===== src/rtl/fcc_pkg.sv =====
package fcc_pkg;
  localparam logic [7:0] CMD_CLEAR        = 8'h50;
  localparam logic [7:0] CMD_PROT_SETUP   = 8'h60;
  localparam logic [7:0] CMD_PROT_CONFIRM = 8'h01;
  localparam logic [7:0] CMD_UNPROT_ALL   = 8'h47;
  localparam logic [7:0] CMD_BUF_PROG     = 8'hE8;

  typedef struct packed {
    logic clearFlags;
    logic protectBlk;
    logic unprotectAll;
    logic seqFault;
    logic progGrant;
    logic progDenyErr;
    logic progDenyProt;
  } fcc_strobe_t;
endpackage


===== src/rtl/fcc_decode.sv =====
module fcc_decode
  import fcc_pkg::*;
#(
  parameter int ADDR_W = 22,
  parameter int BLK_W  = 6
) (
  input  logic              clk,
  input  logic              rst,
  input  logic              wrEn,
  input  logic [ADDR_W-1:0] wrAddr,
  input  logic [15:0]       wrData,
  input  logic              pecBusy,
  input  logic              pecSuspended,
  input  logic              rpElevated,
  input  logic              stickyErr,
  input  logic              tgtProtected,
  output fcc_strobe_t       strb,
  output logic [BLK_W-1:0]  blkIdx
);
  logic       protPending;
  logic       protPendingNext;
  logic [7:0] cmdCode;
  logic       unusedBits;

  assign cmdCode    = wrData[7:0];
  assign blkIdx     = wrAddr[ADDR_W-1 -: BLK_W];
  assign unusedBits = ^{wrData[15:8], wrAddr[ADDR_W-BLK_W-1:0]};

  always_comb begin
    strb            = '0;
    protPendingNext = protPending;
    if (wrEn) begin
      if (!pecBusy) begin
        if (protPending) begin
          protPendingNext = 1'b0;
          if (cmdCode == CMD_PROT_CONFIRM) strb.protectBlk = 1'b1;
          else                             strb.seqFault   = 1'b1;
        end else begin
          unique case (cmdCode)
            CMD_CLEAR:      strb.clearFlags   = 1'b1;
            CMD_PROT_SETUP: protPendingNext   = 1'b1;
            CMD_UNPROT_ALL: strb.unprotectAll = 1'b1;
            CMD_BUF_PROG: begin
              if (stickyErr)                       strb.progDenyErr  = 1'b1;
              else if (tgtProtected && !rpElevated) strb.progDenyProt = 1'b1;
              else                                 strb.progGrant    = 1'b1;
            end
            default: ;
          endcase
        end
      end else if (pecSuspended && cmdCode == CMD_CLEAR) begin
        strb.clearFlags = 1'b1;
      end
    end
  end

  always_ff @(posedge clk) begin
    if (rst) protPending <= 1'b0;
    else     protPending <= protPendingNext;
  end

  AST_ONE_STROBE: assert property (@(posedge clk) disable iff (rst)
    $onehot0(strb));
  AST_PEND_ENDS: assert property (@(posedge clk) disable iff (rst)
    (protPending && wrEn && !pecBusy) |=> !protPending);
  AST_BUSY_HOLDS_PEND: assert property (@(posedge clk) disable iff (rst)
    (pecBusy && !strb.clearFlags) |=> $stable(protPending));
endmodule


===== src/rtl/fcc_state.sv =====
module fcc_state
  import fcc_pkg::*;
#(
  parameter int NUM_BLOCKS = 64,
  parameter int BLK_W      = 6
) (
  input  logic                  clk,
  input  logic                  rst,
  input  fcc_strobe_t           strb,
  input  logic [BLK_W-1:0]      blkIdx,
  output logic                  eraseErr,
  output logic                  progErr,
  output logic                  protErr,
  output logic [NUM_BLOCKS-1:0] protVec,
  output logic                  progAccept,
  output logic                  progReject
);
  for (genvar g = 0; g < NUM_BLOCKS; g++) begin : g_prot
    always_ff @(posedge clk) begin
      if (rst)                                              protVec[g] <= 1'b0;
      else if (strb.unprotectAll)                           protVec[g] <= 1'b0;
      else if (strb.protectBlk && blkIdx == BLK_W'(g))      protVec[g] <= 1'b1;
    end
  end

  always_ff @(posedge clk) begin
    if (rst || strb.clearFlags) begin
      eraseErr <= 1'b0;
      progErr  <= 1'b0;
      protErr  <= 1'b0;
    end else if (strb.seqFault) begin
      eraseErr <= 1'b1;
      progErr  <= 1'b1;
    end else if (strb.progDenyProt) begin
      progErr  <= 1'b1;
      protErr  <= 1'b1;
    end
  end

  always_ff @(posedge clk) begin
    if (rst) begin
      progAccept <= 1'b0;
      progReject <= 1'b0;
    end else begin
      progAccept <= strb.progGrant;
      progReject <= strb.progDenyErr | strb.progDenyProt;
    end
  end

  AST_DENY_SETS_FLAGS: assert property (@(posedge clk) disable iff (rst)
    strb.progDenyProt |=> (progErr && protErr && progReject));
  AST_ERR_DENY_KEEPS: assert property (@(posedge clk) disable iff (rst)
    strb.progDenyErr |=> $stable({eraseErr, progErr, protErr}));
  AST_FAULT_SETS: assert property (@(posedge clk) disable iff (rst)
    strb.seqFault |=> (eraseErr && progErr));
  AST_UNPROT_ALL: assert property (@(posedge clk) disable iff (rst)
    strb.unprotectAll |=> (protVec == '0));
  AST_CLEAR_WORKS: assert property (@(posedge clk) disable iff (rst)
    strb.clearFlags |=> !(eraseErr || progErr || protErr));
endmodule


===== src/rtl/flash_cmd_ctrl.sv =====
module flash_cmd_ctrl
  import fcc_pkg::*;
#(
  parameter int NUM_BLOCKS = 64,
  parameter int ADDR_W     = 22
) (
  input  logic              clk,
  input  logic              rst,
  input  logic              wrEn,
  input  logic [ADDR_W-1:0] wrAddr,
  input  logic [15:0]       wrData,
  input  logic              pecBusy,
  input  logic              pecSuspended,
  input  logic              rpElevated,
  output logic [7:0]        statusByte,
  output logic              progAccept,
  output logic              progReject
);
  localparam int BLK_W = (NUM_BLOCKS > 1) ? $clog2(NUM_BLOCKS) : 1;

  fcc_strobe_t           strb;
  logic [BLK_W-1:0]      blkIdx;
  logic                  eraseErr, progErr, protErr;
  logic [NUM_BLOCKS-1:0] protVec;
  logic                  tgtProtected;

  assign tgtProtected = (int'(blkIdx) < NUM_BLOCKS) ? protVec[blkIdx] : 1'b0;

  fcc_decode #(.ADDR_W(ADDR_W), .BLK_W(BLK_W)) u_decode (
    .clk(clk), .rst(rst), .wrEn(wrEn), .wrAddr(wrAddr), .wrData(wrData),
    .pecBusy(pecBusy), .pecSuspended(pecSuspended), .rpElevated(rpElevated),
    .stickyErr(eraseErr | progErr), .tgtProtected(tgtProtected),
    .strb(strb), .blkIdx(blkIdx)
  );

  fcc_state #(.NUM_BLOCKS(NUM_BLOCKS), .BLK_W(BLK_W)) u_state (
    .clk(clk), .rst(rst), .strb(strb), .blkIdx(blkIdx),
    .eraseErr(eraseErr), .progErr(progErr), .protErr(protErr),
    .protVec(protVec), .progAccept(progAccept), .progReject(progReject)
  );

  assign statusByte = {~pecBusy, 1'b0, eraseErr, progErr, 2'b00, protErr, 1'b0};

  AST_NO_GRANT_BUSY: assert property (@(posedge clk) disable iff (rst)
    progAccept |-> $past(!pecBusy));
  AST_RESET_STATE: assert property (@(posedge clk) disable iff (rst)
    $past(rst) |-> (statusByte[6:0] == 7'd0 && !progAccept && !progReject));
  AST_PULSE_EXCL: assert property (@(posedge clk) disable iff (rst)
    !(progAccept && progReject));
endmodule


===== config.mk =====
export PLATFORM = sky130hd
export DESIGN_NAME = flash_cmd_ctrl
export DESIGN_NICKNAME = d
export VERILOG_FILES = /design/src/rtl/fcc_pkg.sv /design/src/rtl/fcc_decode.sv /design/src/rtl/fcc_state.sv /design/src/rtl/flash_cmd_ctrl.sv
export SDC_FILE = /design/constraint.sdc
export NUM_CORES = 1
export LEC_CHECK = 0
export ABC_AREA = 1
export CORE_UTILIZATION = 52
export DETAILED_ROUTE_END_ITERATION = 10
export GPL_TIMING_DRIVEN = 0
export PLACE_DENSITY = 0.78
export RECOVER_POWER = 100
export SETUP_SLACK_MARGIN = 0.2
export SLEW_MARGIN = 20
export SYNTH_ARGS = -nofsm -noshare
export SYNTH_HDL_FRONTEND = slang
export SYNTH_SLANG_ARGS = --single-unit

===== constraint.sdc =====
create_clock -name clk -period 1.9 [get_ports clk]
set_clock_uncertainty 0.05 [all_clocks]
set_input_delay 0.38 -clock clk [delete_from_list [all_inputs] [get_ports clk]]
set_output_delay 0.38 -clock clk [all_outputs]
set_load 0.005 [all_outputs]

# Word-level counts from Yosys, hierarchy flattened
# Index checks and enable logic that the tools add are counted.
[totals]
register_bits = 70
latchBits = 0
ram_bits = 0
rom_bits = 0
n_memories = 0
[op_classes]
addsub = 0
multipliers = 0
div = 0
magnitude_cmp = 1
eq_ne = 68
n_shift = 0
n_mux = 25
bitwise_logic = 6
n_reduce_logical = 74
[ops]
columns = ["operator", "count"]
rows = [
  ["== test 6 bit, second input constant", 32],
  ["== test 6 x 5 -> 1 bit, second input constant", 16],
  ["logical AND 1 bit", 66],
  ["== test 6 x 4 -> 1 bit, second input constant", 8],
  ["== test 6 x 3 -> 1 bit, second input constant", 4],
  ["== test 8 x 7 -> 1 bit, second input constant", 3],
  ["2-to-1 mux 1 bit", 20],
  ["== test 6 x 2 -> 1 bit, second input constant", 2],
  ["== test 8 x 1 -> 1 bit, second input constant", 1],
  ["== test 8 bit, second input constant", 1],
  ["less-than comparator 6 x 7 -> 1 bit, second input constant", 1],
  ["2-to-1 mux 7 bit", 1],
  ["binary-select mux 1 bit (select 6 bit)", 1],
  ["== test 6 x 1 -> 1 bit, second input constant", 1],
  ["logical NOT 6 bit", 1],
  ["2-to-1 mux 3 bit", 2],
  ["2-to-1 mux 6 bit", 1],
  ["OR reduction 6 bit", 1],
  ["NOT 1 bit", 4],
  ["AND reduction 2 bit", 2],
  ["OR 1 bit", 2],
  ["nonzero test 2 bit", 1],
  ["OR reduction 2 bit", 1],
  ["logical NOT 1 bit", 1],
  ["logical OR 1 bit", 1],
]

# Longest topological paths before layout
[depth]
ltp_word = 11
mapped_depth = 15
depth_no_buf = 14

# Cells and area by module
# From an unflattened synthesis, not the netlist that was laid out.
[hier_totals]
cells_unflattened = 544
area_unflattened_um2 = 3538.4
[by_module_without_submodules]
columns = ["mod", "n_inst", "cells_each", "area_per_inst_um2", "seq_area_each_um2"]
rows = [
  ["fcc_state", 1, 324, 2463.6, 1381.3],
  ["flash_cmd_ctrl", 1, 162, 763.2, 0.0],
  ["fcc_decode", 1, 58, 311.5, 20.0],
]

# Worst setup path before layout
# No wires, ideal clock.
[synth_path]
path_kind = "input -> register"
from = "input wrData[1]"
to = "register u_state.protVec[0]"
setup_ns = 0.066
t_arrival_ns = 1.542
t_required_ns = 1.784
path_slack_ns = 0.242
stages = 6
n_path_buf = 1
path_cell_list = "nor4_2 > nand4_2 > nor3_4 > buf_6 > nand3_1 > a21oi_2"
[synth_via]
elab_chain_len = 6
elab_cells_between_ends = 10
classes_between = "2 x eq/ne; 6 x mux; 2 x reduce/logical"
[synth_rtl]
columns = ["element", "line_no", "source"]
rows = [
  ["start, declared", "flash_cmd_ctrl.sv:11", "input logic [15:0] wrData,"],
  ["== test 8 x 7 -> 1 bit / == test 8 x 1 -> 1 bit (equally long branches)", "fcc_decode.sv:39, fcc_decode.sv:36", ""],
  ["2-to-1 mux 1 bit, on equally long branches", "fcc_decode.sv:39, fcc_decode.sv:36", ""],
  ["2-to-1 mux 1 bit", "fcc_decode.sv:34", "if (protPending) begin"],
  ["2-to-1 mux 6 bit (*)", "fcc_decode.sv:33", "if (!pecBusy) begin"],
  ["2-to-1 mux 7 bit (*)", "fcc_decode.sv:32", "if (wrEn) begin"],
  ["OR reduction 2 bit (no source line) / logical AND 1 bit (equally long branches)", "n/a", ""],
  ["end signal, assigned by index", "fcc_state.sv:20", "if (rst) protVec[g] <= 1'b0;"],
  ["end signal, assigned by index", "fcc_state.sv:21", "else if (strb.unprotectAll) protVec[g] <= 1'b0;"],
  ["end signal, assigned by index", "fcc_state.sv:22", "else if (strb.protectBlk && blkIdx == BLK_W'(g)) protVec[g] <= 1'b1;"],
  ["end, declared", "fcc_state.sv:14", "output logic [NUM_BLOCKS-1:0] protVec,"],
]
# Every way passes the cells marked *; elsewhere a longest branch is shown, timed or not.
# A chain may end at the register's enable or synchronous reset.

# Final worst setup path
[layout_path]
from = "input pecBusy"
to = "output statusByte[7]"
[layout_via]
elab_chain_len = 1
[layout_rtl]
columns = ["element", "line_no", "source"]
rows = [
  ["start, declared", "flash_cmd_ctrl.sv:12", "input logic pecBusy,"],
  ["NOT 1 bit (no source line)", "n/a", ""],
  ["end, declared", "flash_cmd_ctrl.sv:15", "output logic [7:0] statusByte,"],
]
# Every way passes these cells.

==> impl_results.md <==
- Outcome: completed
- Post-Syn Area: roughly 0.0034 mm²
- CP endpoint kind: output port
- Critical-path maximum fanout: 3
- Unrepaired setup endpoints after global routing: yes
- Hold Buf Count CTS: 0
- Number of remaining DRC errors: 0
- Gate Count Post-Synth: 506
- F_max: ~0.57 GHz
- Final worst-path cycle share: between 90% and 100%
- Psw: ~760 µW
- Dpl cells: 610
- Slew Viols, Final: 0
- Final Total Pwr: 2840 µW
- Seq. cell area: around 0.0014 mm²
- Layout cell share with drive strength beyond 1: about 20%
- Pre-CTS WS: -674 ps
- Clock Root Buffer: clkbuf_8
- Max stage delay on crit path: roughly 580 ps
- Fillers: 541
- Synthesized area per cell: roughly 6.8 µm²
- Yosys warning count: 0
- WP data required: roughly 1500 ps
- Fin area: 0.00439 mm²
- Vias in the first global route: ~3,500
- N_diodes: 0
- Initial antenna violation count: 0
- Comb pwr share: a little over a tenth
- Row Count: 29
- Vias per cell: just under 6
- Largest net degree at the start of global routing: 11
- Sw frac: between 20% and 30%
- Post-DP Area: 0.00380 mm²
- Sequential Power Share: 51.6%
- Max Cap Viol: 0
- Worst skew pair latency: approximately 360 ps
- Core area: ~0.0064 mm²
- Crit path kind: input port to output port
- CTS max path bufs: 2
- FF+latch count, synth: 70
- Routed wl met2: 5240 µm
- Placer Congestion: between 0.9 and 1
- Final Hold Vio Count: 0
- Area Growth Syn to Fin: 27.2%
- Die height: 83.4 µm
- Slowest cell on the critical path: dlygate4sd3_1
- Power Dens Cells: 648 mW/mm²
- Met3 wire length: about 1300 µm
- Power share of the clock group: a little under two fifths
- Port Buffer Count: 24
- Final ANT Viol Nets: 0
- Drt total wl: 11,400 µm
- Internal power of the cells: approximately 2100 µW
- Worst setup SP type: input port
- Initial Utilization: between 50 and 60%
- CP Cell Sequence: dlygate4sd2_1, inv_2, dlygate4sd3_1
- Layout Cells excl Fill: 648
- Tmin final: ~1700 ps
- Register area share after synthesis: 40.6%
- Final setup fails: 0
- Max-slew headroom at the worst pin: between 60 and 70%
- Die width: ~83 µm
- WP data arrival: 1320 ps
- Fin worst setup slack: roughly 150 ps
- Clock transition at path regs: 70 ps
- IO Count: 54
- Dpl hpwl: ~7100 µm
- Total track usage: about a third
- Gr ovfl total: 0
- Yosys cell types: 25
- Full die area: slightly below 0.007 mm²
- Top Layer Used: met4
- Wirelength per Cell: between 15 and 20 µm
- CTS tree: yes
- First-pass GRT wire length: 17,900 µm
- Clock sinks: 70
- NumNets Final: between 600 and 700
- H-tree depth: 3
- DR pass1 iterations: 5
- Num CTS Buffers: 9
- Via count: 3,843
- Wl on met1: 4390 µm
- DR iter-0 viols: ~500
- Multi-input combinational cell area: ~0.0017 mm²
- Worst vdd ir: 0.000436 V
- Worst min-delay path class: flop to flop
- P_leak: between 0.0015 and 0.002 µW
- Tightest Pin Transition: approximately 500 ps
==> worst max-delay path: cells and delay by family <==
family,cells,cell delay (ps)
buf+inv,3,940
==> Yosys cell counts <==
| library cell | instances | area, µm² |
|---|---|---|
| nand2_1 | 152 | 571 |
| nor2_1 | 83 | 312 |
| dfxtp_1 | 70 | 1400 |
| inv_1 | 44 | 165 |
| a31oi_1 | 41 | 257 |
| nand3_1 | 25 | 125 |
| a21oi_2 | 19 | 166 |
| o21ai_0 | 15 | 75.1 |
| buf_2 | 14 | 70.1 |
| a21oi_1 | 9 | 45.0 |
| buf_4 | 9 | 67.6 |
| buf_6 | 6 | 67.6 |
| nand4_1 | 3 | 18.8 |
| nor3_1 | 3 | 15.0 |
| clkbuf_1 | 2 | 7.51 |
| inv_2 | 2 | 7.51 |
| a41oi_1 | 1 | 8.76 |
| buf_1 | 1 | 3.75 |
| conb_1 | 1 | 3.75 |
| nand4_2 | 1 | 12.5 |
| nor3_4 | 1 | 16.3 |
| nor4_2 | 1 | 12.5 |
| o211ai_1 | 1 | 7.51 |
| o21ai_1 | 1 | 5.00 |
| o21ai_2 | 1 | 8.76 |
==> flip-flops by register name, indices dropped and copies added (netlist names) <==
signal	flops
u_decode.protPending	1
u_state.eraseErr	1
u_state.progAccept	1
u_state.progErr	1
u_state.progReject	1
u_state.protErr	1
u_state.protVec	64
==> timing repair <==
| action | in CTS | in global routing |
|---|---|---|
| pin swaps | 9 | 19 |
| buffers inserted | 16 | 3 |
| setup endpoints to repair | 72 | 69 |
| resized for setup | 62 | 47 |
| cloned | 3 | 0 |
==> per-layer routing <==
metal	up-vias	global-route usage [%]
met5	-	0
met4	0	18.6
met3	58	8.95
met2	269	53.0
met1	1764	41.3
li1	1752	-
==> per-stage QoR <==
step / util, % / setup TNS (ps) / hold WS, ps
floorplan: - / 0 / 380
global placement: 59.5 / -34820 / 392
detailed placement: 59.5 / -36790 / 392
CTS: 67.6 / 0 / 400
global route: 68.7 / 0 / 426
finish: 68.7 / 0 / 406
==> path summary, 6_finish.rpt <==
check / startpoint / to / cells past startpoint / slack (ps)
worst max-delay path: pecBusy / statusByte[7] / 3 / 150
worst min-delay path: u_state.protVec[56] / u_state.protVec[56] / 2 / 410
worst max register to register: u_decode.protPending / u_state.protVec[42] / 7 / 340
worst min register to register: u_state.protVec[56] / u_state.protVec[56] / 2 / 410
==> power by group through the flow <==
stage / sequential [µW] / combinational (µW) / clock (µW)
global placement: 1500 / 227 / 0
global route: 1470 / 318 / 1140
CTS: 1470 / 273 / 1060
detailed placement: 1500 / 230 / 0
floorplan: 1500 / 121 / 0
finish: 1470 / 305 / 1070
==> cell type report <==
type / instances / area share, %
Clock buffer: 15 / 3.56
Inverter: 46 / 4.05
Sequential cell: 70 / 31.9
Clock inverter: 1 / 0.114
Timing Repair Buffer: 46 / 11.9
Buffer: 32 / 6.53
Tap cell: 77 / 2.19
Multi-Input combinational cell: 361 / 39.7
==> cell families after synthesis <==
logic type,count (synthesis),synth area share (%)
AND/OR/NAND/NOR,269,31.4
flip-flops,70,40.6
other,1,0.109
buffers and inverters,78,11.3
AO/OA/AOI/OAI,88,16.6
==> cell usage in the layout, fill, tap and decap left out, drive strengths merged <==
cell,instances
a21oi,28
a31oi,41
a41oi,1
buf,47
bufbuf,2
clkbuf,25
clkdlybuf4s50,4
clkinv,1
conb,4
dfxtp,70
dlygate4sd2,8
dlygate4sd3,3
dlymetal6s2s,4
inv,46
nand2,152
nand3,25
nand4,4
nor2,83
nor3,4
nor4,1
o211ai,1
o21ai,17
Power figures use the tool's default switching activity.
